`config.mk`:
```
export PLATFORM = sky130hd
export DESIGN_NAME = keyed_wdog
export DESIGN_NICKNAME = d
export VERILOG_FILES = /design/src/rtl/kwd_pkg.sv /design/src/rtl/kwd_post_slot.sv /design/src/rtl/kwd_keyseq.sv /design/src/rtl/kwd_counter.sv /design/src/rtl/keyed_wdog.sv
export SDC_FILE = /design/constraint.sdc
export NUM_CORES = 1
export LEC_CHECK = 0
export ABC_AREA = 1
export BUFFER_PORTS_ARGS = -buffer_cell sky130_fd_sc_hd__buf_4
export CAP_MARGIN = 40
export CORE_ASPECT_RATIO = 0.5
export CORE_MARGIN = 5
export CORE_UTILIZATION = 60
export DETAILED_ROUTE_END_ITERATION = 12
export PLACE_DENSITY = 0.85
export SLEW_MARGIN = 20
export SYNTH_ARGS = -nofsm -noshare
export SYNTH_HDL_FRONTEND = slang
export SYNTH_SLANG_ARGS = --single-unit
```
`constraint.sdc`:
```
create_clock -name clk -period 2.4 [get_ports clk]
set_input_delay 0.6 -clock clk [delete_from_list [all_inputs] [get_ports clk]]
set_output_delay 0.6 -clock clk [all_outputs]
set_load 0.01 [all_outputs]
```
`src/rtl/kwd_pkg.sv`:
```
package kwd_pkg;
    localparam int ADDR_W = 8;
    localparam int DATA_W = 32;

    localparam logic [ADDR_W-1:0] OFF_REV    = 8'h00;
    localparam logic [ADDR_W-1:0] OFF_SYSCFG = 8'h10;
    localparam logic [ADDR_W-1:0] OFF_CTRL   = 8'h24;
    localparam logic [ADDR_W-1:0] OFF_COUNT  = 8'h28;
    localparam logic [ADDR_W-1:0] OFF_LOAD   = 8'h2C;
    localparam logic [ADDR_W-1:0] OFF_TRIG   = 8'h30;
    localparam logic [ADDR_W-1:0] OFF_PEND   = 8'h34;
    localparam logic [ADDR_W-1:0] OFF_KEY    = 8'h48;

    localparam logic [15:0] KEY_ON_A  = 16'hBBBB;
    localparam logic [15:0] KEY_ON_B  = 16'h4444;
    localparam logic [15:0] KEY_OFF_A = 16'hAAAA;
    localparam logic [15:0] KEY_OFF_B = 16'h5555;

    localparam int NUM_SLOTS = 4;
    localparam int SLOT_CTRL = 0;
    localparam int SLOT_LOAD = 1;
    localparam int SLOT_TRIG = 2;
    localparam int SLOT_KEY  = 3;

    typedef enum logic [1:0] {
        KEY_IDLE      = 2'd0,
        KEY_ARM_START = 2'd1,
        KEY_ARM_STOP  = 2'd2
    } key_state_e;

    function automatic logic [ADDR_W-1:0] slot_addr(input int idx);
        case (idx)
            SLOT_CTRL: return OFF_CTRL;
            SLOT_LOAD: return OFF_LOAD;
            SLOT_TRIG: return OFF_TRIG;
            default:   return OFF_KEY;
        endcase
    endfunction

    function automatic int slot_pend_bit(input int idx);
        case (idx)
            SLOT_CTRL: return 0;
            SLOT_LOAD: return 2;
            SLOT_TRIG: return 3;
            default:   return 4;
        endcase
    endfunction
endpackage

```
`src/rtl/kwd_post_slot.sv`:
```
module kwd_post_slot #(
    parameter int DW    = 32,
    parameter int DELAY = 4
) (
    input  logic          clk,
    input  logic          rst_n,
    input  logic          wr_hit,
    input  logic [DW-1:0] wr_data,
    output logic          pending,
    output logic          commit,
    output logic [DW-1:0] data_q
);
    localparam int CW = $clog2(DELAY + 1);

    logic [CW-1:0] cnt_q;

    always_ff @(posedge clk or negedge rst_n) begin
        if (!rst_n) begin
            pending <= 1'b0;
            cnt_q   <= '0;
            data_q  <= '0;
        end else if (!pending) begin
            if (wr_hit) begin
                pending <= 1'b1;
                cnt_q   <= CW'(DELAY);
                data_q  <= wr_data;
            end
        end else if (cnt_q == CW'(1)) begin
            pending <= 1'b0;
        end else begin
            cnt_q <= cnt_q - 1'b1;
        end
    end

    assign commit = pending && (cnt_q == CW'(1));

    // A fresh write opens a full delay window
    assert_post_open_R2: assert property (@(posedge clk) disable iff (!rst_n)
        (wr_hit && !pending) |=> (pending && cnt_q == CW'(DELAY)));

    // A write landing on a busy slot leaves the captured word alone
    assert_busy_ignore_R3: assert property (@(posedge clk) disable iff (!rst_n)
        (wr_hit && pending) |=> $stable(data_q));
endmodule

```
`src/rtl/kwd_keyseq.sv`:
```
module kwd_keyseq
    import kwd_pkg::*;
(
    input  logic        clk,
    input  logic        rst_n,
    input  logic        key_commit,
    input  logic [15:0] key_word,
    input  logic        other_wr,
    output logic        running
);
    key_state_e state_q, state_d;
    logic       run_d;

    always_ff @(posedge clk or negedge rst_n) begin
        if (!rst_n) begin
            state_q <= KEY_IDLE;
            running <= 1'b0;
        end else begin
            state_q <= state_d;
            running <= run_d;
        end
    end

    always_comb begin
        state_d = state_q;
        run_d   = running;
        if (key_commit) begin
            unique case (state_q)
                KEY_IDLE: begin
                    if (key_word == KEY_ON_A)       state_d = KEY_ARM_START;
                    else if (key_word == KEY_OFF_A) state_d = KEY_ARM_STOP;
                end
                KEY_ARM_START: begin
                    state_d = KEY_IDLE;
                    if (key_word == KEY_ON_B) run_d = 1'b1;
                end
                KEY_ARM_STOP: begin
                    state_d = KEY_IDLE;
                    if (key_word == KEY_OFF_B) run_d = 1'b0;
                end
                default: state_d = KEY_IDLE;
            endcase
        end else if (other_wr) begin
            state_d = KEY_IDLE;
        end
    end

    // Running state moves only when a key word commits
    assert_run_keyed_R6: assert property (@(posedge clk) disable iff (!rst_n)
        (running != $past(running)) |-> $past(key_commit));
endmodule

```
`src/rtl/kwd_counter.sv`:
```
module kwd_counter #(
    parameter int CNT_W   = 32,
    parameter int RATIO_W = 3
) (
    input  logic               clk,
    input  logic               rst_n,
    input  logic               tick_en,
    input  logic               running,
    input  logic               ctrl_wr,
    input  logic               pre_en_in,
    input  logic [RATIO_W-1:0] ratio_in,
    input  logic               load_wr,
    input  logic [CNT_W-1:0]   load_in,
    input  logic               trig_wr,
    output logic [CNT_W-1:0]   count_q,
    output logic [CNT_W-1:0]   load_q,
    output logic               pre_en_q,
    output logic [RATIO_W-1:0] ratio_q,
    output logic               wd_pulse
);
    localparam int PRE_W = 1 << RATIO_W;

    logic [PRE_W-1:0] pre_cnt_q;
    logic [PRE_W-1:0] pre_lim;

    assign pre_lim = ~({PRE_W{1'b1}} << (int'(ratio_q) + 1));

    always_ff @(posedge clk or negedge rst_n) begin
        if (!rst_n) begin
            count_q   <= '0;
            load_q    <= '0;
            pre_en_q  <= 1'b0;
            ratio_q   <= '0;
            pre_cnt_q <= '0;
            wd_pulse  <= 1'b0;
        end else begin
            wd_pulse <= 1'b0;
            if (trig_wr) begin
                count_q   <= load_q;
                pre_cnt_q <= '0;
            end else if (running && tick_en) begin
                if (pre_en_q && pre_cnt_q != pre_lim) begin
                    pre_cnt_q <= pre_cnt_q + 1'b1;
                end else begin
                    pre_cnt_q <= '0;
                    if (count_q == {CNT_W{1'b1}}) begin
                        count_q  <= load_q;
                        wd_pulse <= 1'b1;
                    end else begin
                        count_q <= count_q + 1'b1;
                    end
                end
            end
            if (ctrl_wr) begin
                pre_en_q <= pre_en_in;
                ratio_q  <= ratio_in;
            end
            if (load_wr) load_q <= load_in;
        end
    end

    // A stopped counter holds unless a trigger reloads it
    assert_hold_stopped_R5: assert property (@(posedge clk) disable iff (!rst_n)
        (!running && !trig_wr) |=> $stable(count_q));

    // Expiry pulse only comes from a running counter
    assert_pulse_running_R9: assert property (@(posedge clk) disable iff (!rst_n)
        wd_pulse |-> $past(running));
endmodule

```
`src/rtl/keyed_wdog.sv`:
```
module keyed_wdog
    import kwd_pkg::*;
#(
    parameter int          POST_DELAY = 4,
    parameter logic [7:0]  REVISION   = 8'h21
) (
    input  logic              clk,
    input  logic              rst_n,
    input  logic              tick_en,
    input  logic              bus_valid,
    input  logic              bus_write,
    input  logic [ADDR_W-1:0] bus_addr,
    input  logic [DATA_W-1:0] bus_wdata,
    output logic              bus_ready,
    output logic              rd_valid,
    output logic [DATA_W-1:0] rd_data,
    output logic              wdt_reset
);
    localparam int RATIO_W = 3;

    logic                  wr_acc, rd_acc, other_wr;
    logic [NUM_SLOTS-1:0]  slot_hit, slot_pend, slot_commit;
    logic [DATA_W-1:0]     slot_data [NUM_SLOTS];
    logic [4:0]            pend_vec;
    logic                  sys_autogate_q;
    logic                  running;
    logic [DATA_W-1:0]     count_q, load_q;
    logic                  pre_en_q;
    logic [RATIO_W-1:0]    ratio_q;
    logic [DATA_W-1:0]     rd_mux;

    assign bus_ready = 1'b1;
    assign wr_acc    = bus_valid && bus_write;
    assign rd_acc    = bus_valid && !bus_write;
    assign other_wr  = wr_acc && (bus_addr != OFF_KEY);

    for (genvar i = 0; i < NUM_SLOTS; i++) begin : g_slot
        assign slot_hit[i] = wr_acc && (bus_addr == slot_addr(i));
        kwd_post_slot #(.DW(DATA_W), .DELAY(POST_DELAY)) u_slot (
            .clk     (clk),
            .rst_n   (rst_n),
            .wr_hit  (slot_hit[i]),
            .wr_data (bus_wdata),
            .pending (slot_pend[i]),
            .commit  (slot_commit[i]),
            .data_q  (slot_data[i])
        );
    end

    always_comb begin
        pend_vec = '0;
        for (int i = 0; i < NUM_SLOTS; i++) pend_vec[slot_pend_bit(i)] = slot_pend[i];
    end

    kwd_keyseq u_keyseq (
        .clk        (clk),
        .rst_n      (rst_n),
        .key_commit (slot_commit[SLOT_KEY]),
        .key_word   (slot_data[SLOT_KEY][15:0]),
        .other_wr   (other_wr),
        .running    (running)
    );

    kwd_counter #(.CNT_W(DATA_W), .RATIO_W(RATIO_W)) u_counter (
        .clk       (clk),
        .rst_n     (rst_n),
        .tick_en   (tick_en),
        .running   (running),
        .ctrl_wr   (slot_commit[SLOT_CTRL]),
        .pre_en_in (slot_data[SLOT_CTRL][5]),
        .ratio_in  (slot_data[SLOT_CTRL][4:2]),
        .load_wr   (slot_commit[SLOT_LOAD]),
        .load_in   (slot_data[SLOT_LOAD]),
        .trig_wr   (slot_commit[SLOT_TRIG]),
        .count_q   (count_q),
        .load_q    (load_q),
        .pre_en_q  (pre_en_q),
        .ratio_q   (ratio_q),
        .wd_pulse  (wdt_reset)
    );

    logic unused_slot_bits;
    assign unused_slot_bits = ^{slot_data[SLOT_CTRL][DATA_W-1:6], slot_data[SLOT_CTRL][1:0],
                                slot_data[SLOT_TRIG], slot_data[SLOT_KEY][DATA_W-1:16]};

    always_ff @(posedge clk or negedge rst_n) begin
        if (!rst_n) sys_autogate_q <= 1'b0;
        else if (wr_acc && bus_addr == OFF_SYSCFG) sys_autogate_q <= bus_wdata[0];
    end

    always_comb begin
        rd_mux = '0;
        case (bus_addr)
            OFF_REV:    rd_mux = {{(DATA_W-8){1'b0}}, REVISION};
            OFF_SYSCFG: rd_mux = {{(DATA_W-1){1'b0}}, sys_autogate_q};
            OFF_CTRL:   rd_mux = {{(DATA_W-6){1'b0}}, pre_en_q, ratio_q, 2'b00};
            OFF_COUNT:  rd_mux = count_q;
            OFF_LOAD:   rd_mux = load_q;
            OFF_PEND:   rd_mux = {{(DATA_W-5){1'b0}}, pend_vec};
            default:    rd_mux = '0;
        endcase
    end

    always_ff @(posedge clk or negedge rst_n) begin
        if (!rst_n) begin
            rd_valid <= 1'b0;
            rd_data  <= '0;
        end else begin
            rd_valid <= rd_acc;
            if (rd_acc) rd_data <= rd_mux;
        end
    end

    // Read response only follows an accepted read
    assert_rd_follows_R11: assert property (@(posedge clk) disable iff (!rst_n)
        rd_valid |-> $past(bus_valid && !bus_write));

    // Key pending flag present whenever the key slot is waiting
    assert_key_pend_R2: assert property (@(posedge clk) disable iff (!rst_n)
        slot_commit[SLOT_KEY] |-> pend_vec[4]);
endmodule

```
== Word level (Yosys, flattened, before mapping) ==
Index checks and enable logic that the tools add are counted.

* Add/sub/neg operators: 7
* Equality and inequality tests: 28
* Shifts and indexed selects: 1
* Multiplexer cells: 44
* Bitwise gates (word level): 4
* Reduce and logical (&&, ||, !) cells: 34

{| class="wikitable"
|+ Operators by type and width
! cell !! count
|-
| one-hot mux 32 bit (6 select lines) || 1
|-
| two-way mux 32 bit || 4
|-
| equality test 8 x 6 -> 1 bit, second input constant || 5
|-
| two-way mux 3 bit || 12
|-
| adder 32 x 1 -> 32 bit, second input constant || 1
|-
| equality test 16 x 15 -> 1 bit, second input constant || 2
|-
| equality test 16 bit, second input constant || 2
|-
| equality test 32 bit, second input constant || 1
|-
| << shifter 8 x 32 -> 8 bit, first input constant || 1
|-
| two-way mux 8 bit || 3
|-
| two-way mux 1 bit || 18
|-
| AND reduction 2 bit || 9
|-
| logical AND 1 bit || 14
|-
| nonzero test 2 bit || 7
|-
| equality test 3 x 1 -> 1 bit, second input constant || 4
|-
| subtractor 3 x 1 -> 3 bit, second input constant || 4
|-
| two-way mux 2 bit || 5
|-
| inequality test 2 bit, second input constant || 5
|-
| adder 8 x 1 -> 8 bit, second input constant || 1
|-
| equality test 8 x 5 -> 1 bit, second input constant || 1
|-
| equality test 8 x 7 -> 1 bit, second input constant || 1
|-
| zero test 8 bit || 1
|-
| inequality test 8 x 7 -> 1 bit, second input constant || 1
|-
| inequality test 8 bit || 1
|-
| 11 further kinds || 14
|}

* Flip-flop bits (word level): 184
* Bits of input ports: 45
* Output and inout bits: 35
* Word-level logic and storage cells: 140

== Longest topological paths before layout ==
* Word-level depth: 8
* Gate-level depth with buffers: 15
* Depth with buffers taken out: 14

== Modules after synthesis ==
A second synthesis with hierarchy kept.

* Cell total of the unflattened synthesis: 1616
* Area, all modules: 13213.9 um^2

{| class="wikitable"
|+ Modules (own cells, without submodules)
! module !! instances !! cells an instance !! area each (um^2) !! seq. area each (um^2)
|-
| kwd_post_slot || 4 || 166 || 1510.2 || 900.9
|-
| kwd_counter || 1 || 641 || 4798.4 || 1926.8
|-
| keyed_wdog || 1 || 247 || 2039.5 || 850.8
|-
| kwd_keyseq || 1 || 64 || 335.3 || 75.1
|}

== Least setup slack after synthesis ==
Ideal clock, no wire load.

* Path kind: input port to flip-flop
* Start point: in bus_addr[7]
* End point: reg g_slot[1].u_slot.data_q[21]
* Setup time: 0.125 ns
* Arrival time: 1.795 ns
* Required time: 2.275 ns
* Path slack: 0.480 ns
* Stages: 8
* Path buffers: 1
* Cell sequence: nor2_1 nand2_1 nor2_2 nand2_2 clkinv_2 nand3_4 buf_6 mux2_4

* Longest elaborated chain between the ends: 3

{| class="wikitable"
|+ RTL lines
! what !! RTL line !! RTL
|-
| from (decl) || keyed_wdog.sv:12 || <nowiki>input logic [ADDR_W-1:0] bus_addr,</nowiki>
|-
| equality test 8 x 6 -> 1 bit || keyed_wdog.sv:38 || <nowiki>assign slot_hit[i] = wr_acc && (bus_addr == slot_addr(i));</nowiki>
|-
| logical AND 1 bit || keyed_wdog.sv:38 ||
|-
| AND reduction 2 bit (no source line) || n/a ||
|-
| to (signal assigned) || kwd_post_slot.sv:26 || <nowiki>data_q <= wr_data;</nowiki>
|-
| to (decl) || kwd_post_slot.sv:11 || <nowiki>output logic [DW-1:0] data_q</nowiki>
|}

No other way between the ends.
A chain may end at the register's enable or synchronous reset.

== Worst setup path after layout ==
* Start point: reg u_counter.ratio_q[1]
* End point: reg u_counter.count_q[28]

* Longest elaborated chain between the ends: 7

{| class="wikitable"
|+ RTL lines
! what !! RTL line !! RTL
|-
| from (decl) || kwd_counter.sv:18 || <nowiki>output logic [RATIO_W-1:0] ratio_q,</nowiki>
|-
| from (signal assigned) || kwd_counter.sv:56 || <nowiki>ratio_q <= ratio_in;</nowiki>
|-
| adder 3 x 1 -> 4 bit || kwd_counter.sv:26 || <nowiki>assign pre_lim = ~({PRE_W{1'b1}} << (int'(ratio_q) + 1));</nowiki>
|-
| << shifter 8 x 32 -> 8 bit || kwd_counter.sv:26 ||
|-
| inverter 8 bit || kwd_counter.sv:26 ||
|-
| inequality test 8 bit || kwd_counter.sv:42 || <nowiki>if (pre_en_q && pre_cnt_q != pre_lim) begin</nowiki>
|-
| logical AND 1 bit || kwd_counter.sv:42 ||
|-
| inequality test 2 bit (no source line) || n/a ||
|-
| AND reduction 2 bit (no source line) || n/a ||
|-
| to (signal assigned) || kwd_counter.sv:39 || <nowiki>count_q <= load_q;</nowiki>
|-
| to (signal assigned) || kwd_counter.sv:47 || <nowiki>count_q <= load_q;</nowiki>
|-
| to (signal assigned) || kwd_counter.sv:50 || <nowiki>count_q <= count_q + 1'b1;</nowiki>
|-
| to (decl) || kwd_counter.sv:15 || <nowiki>output logic [CNT_W-1:0] count_q,</nowiki>
|}

No other way between the ends.

==> impl_metrics.json <==
{
  "outcome": "finished clean",
  "areaGrowthSynthToFinish_pct": 15.76,
  "synth_area_leader_cell": "dfrtp_1",
  "fin_ws_ns": 0.1307,
  "start_kind": "flip-flop",
  "r2r-start": "u_counter.ratio_q[1]",
  "grt_pass1_wl_microns": 45550,
  "syn_nets": 1346,
  "critical_path_arrival_ns": 2.59,
  "drtPass1Iterations": 6,
  "yosysMostFrequentCell": "nand2_1",
  "synth_top_cells_by_area": "dfrtp_1, nand2_1, inv_1",
  "ys_ff_latch": 182,
  "final_cells": 1583,
  "placementRows": 32,
  "synth_edf_count": 0,
  "clock_sinks": 182,
  "finalCritPeriodShare": 0.9455,
  "clk_pin_slew_ns": 0.08,
  "synth_area_sq_um": 9711,
  "synth_commonest_cells": "nand2_1, dfrtp_1, inv_1",
  "antenna_found_initial": 0,
  "crit_chain": "ha_1 -> nand2_1 -> nand2_2 -> nand2_1 -> nand3_1 -> nand2_1 -> nand2_1 -> nor2_1 -> nand2_2 -> nand3_4 -> nand2_8 -> buf_12 -> nand2_1 -> nand2_1",
  "die_h_microns": 99.96,
  "io_pins": 80,
  "end_kind": "flip-flop",
  "fmax_mhz": 440.7,
  "crit_type": "reg2reg",
  "rsz0062_at_grt": "false",
  "drt_iter0_drc": 1066,
  "crit_buf_inv": 1,
  "drt-total-wl_microns": 28260,
  "yosysWarnings": 0,
  "reg2reg_slack_ns": 0.13,
  "die_area_sq_um": 18980,
  "grt_pass1_vias": 8816,
  "grt_max_degree": 61,
  "r2r_end": "u_counter.count_q[28]",
  "crit_slowest_cell": "dfrtp_2",
  "io_buffers": 78,
  "drive_above_1_share": 0.1327,
  "grt-ovfl-total": 0,
  "relSlewSlack": 0.5888,
  "synth.distinct_cells": 42,
  "dp.cells": 1550,
  "max_cap_violations": 0,
  "finalCriticalPeriod_ns": 2.269,
  "dpl_worst_slack_ns": 0.08899,
  "cts_tree": "done",
  "clkLatencyLatePin_ns": 0.44,
  "yosysSeqAreaShare": 0.4690,
  "fin_tns_setup_ns": 0,
  "ir_worst_vdd_uv": 509.8,
  "path_max_fanout": 17,
  "worstPathRequired_ns": 2.73,
  "cts_root_buf": "clkbuf_16",
  "power.density_nw_per_um2": 611.9,
  "setup_viol": 0,
  "fin_worst_skew_ns": 0.01585,
  "clock_path_buffers": 2,
  "wire_per_inst_microns": 17.85,
  "die_width_microns": 189.9,
  "vias": 9171,
  "hold_violations": 0,
  "synth_area_per_cell_sq_um": 7.557,
  "gp_congestion": 1.047,
  "via_per_inst": 5.793,
  "fillers": 1183,
  "antenna_cells": 0,
  "cp_slowest_stage_delay_ns": 0.47,
  "nets": 1427,
  "hp-class": "in2async",
  "r2r.worst_path.cells": 14,
  "synthFlopType": "dfrtp_1",
  "cts_buffers": 17,
  "htree_levels": 4,
  "drv_slew": 0,
  "core_region_area_sq_um": 15620,
  "hpwl_microns": 20430,
  "leakage_nw": 5.760,
  "cp_common_cell": "nand2_1",
  "syn_inst": 1285,
  "yosysTopAreaCellShare": 0.4690,
  "worstMarginPinSlew_ns": 0.6112,
  "ant_nets": 0,
  "cp_top_family": "simple AND/OR/NAND/NOR gates",
  "drc": 0,
  "synthArstFlopShare": 1.000,
  "start_util": 0.6219,
  "track_usage": 0.3052
}
==> through the flow <==
stage	power [W]	hold slack (ns)	util	cell area (sq um)
after floorplan	0.003752	0.3044	-	9711
final	0.006878	0.1380	0.7199	11240
after detailed placement	0.004035	0.4671	0.6785	10600
after global routing	0.007182	0.1708	0.7199	11240
after global placement	0.004000	0.4632	0.6785	10600
after CTS	0.006900	0.1548	0.7177	11210
==> state kept, by name (all words and copies together), names as in the netlist <==
signal,cells
u_counter.pre_en_q,1
u_counter.count_q,32
u_keyseq.running,1
rd_data,32
u_keyseq.state_q,2
rd_valid,1
sys_autogate_q,1
g_slot.u_slot.data_q,52
g_slot.u_slot.pending,4
g_slot.u_slot.cnt_q,12
u_counter.wd_pulse,1
u_counter.pre_cnt_q,8
u_counter.ratio_q,3
u_counter.load_q,32
==> cells in the final DEF, fill, tap and decap left out, types with 2 or more instances in the layout <==
cell type / netlist / routed
nand2_1: 439 / 439
dfrtp_1: 182 / 180
inv_1: 144 / 144
nor2_1: 118 / 117
buf_4: 4 / 99
nand3_1: 96 / 95
o21ai_0: 88 / 88
a21oi_1: 40 / 40
o22ai_1: 22 / 22
xor2_1: 18 / 18
clkbuf_16: 0 / 17
ha_1: 16 / 16
nand4_1: 10 / 10
mux2_2: 10 / 10
nor4_1: 6 / 6
mux2_4: 6 / 6
nor2_2: 4 / 5
nand2_2: 5 / 5
buf_12: 0 / 5
nand3_2: 4 / 4
nor3_1: 4 / 4
clkinv_8: 0 / 4
inv_8: 0 / 4
nor2_4: 3 / 3
o2111ai_1: 3 / 3
o21ai_2: 3 / 3
nand3_4: 1 / 2
a211oi_1: 2 / 2
clkinv_1: 2 / 2
a21boi_0: 2 / 2
clkinv_4: 0 / 2
inv_6: 0 / 2
dfrtp_2: 0 / 2
==> cell families after synthesis <==
logic type,count (synthesis),synth area share
other,1,0.0003862
adder cells (fa/ha/maj),16,0.02062
buffers and inverters,192,0.08130
flip-flops,182,0.4690
AND/OR/NAND/NOR,696,0.2993
AO/OA/AOI/OAI,163,0.09123
multiplexers,17,0.02191
XOR/XNOR,18,0.01623
==> what timing repair did <==
item / CTS / global route
hold buffers: 0 / 0
buffers inserted: 0 / 1
endpoints found under the setup margin: 0 / 37
resized for setup: 0 / 6
==> worst reg2reg max path, delay by kind of cell (launching register included) <==
kind	cells	cell delay [ns]
flip-flops	1	0.47
buffers and inverters	1	0.21
AND/OR/NAND/NOR	12	1.24
adder cells (fa/ha/maj)	1	0.23
==> how the worst max path moves through the flow <==
stage,from,endpoint,slack (ns),cells after the start
after global routing,u_counter.ratio_q[0],u_counter.count_q[31],0.005,15
final,u_counter.ratio_q[1],u_counter.count_q[28],0.13,14
after global placement,u_counter.ratio_q[0],u_counter.count_q[22],0.12,14
after CTS,u_counter.ratio_q[0],u_counter.count_q[21],0.03,14
after detailed placement,u_counter.ratio_q[0],u_counter.count_q[20],0.09,14
after floorplan,bus_addr[7],g_slot[1].u_slot.data_q[21],0.48,8
==> layout make-up <==
| type | count | area (sq um) | area share |
|---|---|---|---|
| clock buffers | 18 | 429.2 | 0.03818 |
| clock inverters | 14 | 182.7 | 0.01625 |
| inverters | 148 | 556.8 | 0.04953 |
| multi-input cells | 911 | 4390 | 0.3906 |
| flip-flops and latches | 182 | 4557 | 0.4054 |
| well taps | 204 | 255.2 | 0.02271 |
| repair buffers | 106 | 869.6 | 0.07736 |
==> routing by layer <==
layer | part of all wire | GRT usage | vias to the layer above
met4 | 0.015 | 0.07833 | 0
met2 | 0.44 | 0.4678 | 470
met1 | 0.44 | 0.4470 | 4416
met5 | 0 | 0 | -
met3 | 0.11 | 0.06463 | 41
li1 | - | - | 4244
==> power by group <==
part	leakage, nW	switching (W)	internal [W]	total (W)
sequential	2.45	0.000131	0.00320	0.00333
clock	0.294	0.00138	0.00150	0.00288
combinational	3.01	0.000422	0.000245	0.000668
total	5.76	0.00193	0.00495	0.00688
Note: power is estimated with default switching activity, not from simulation.
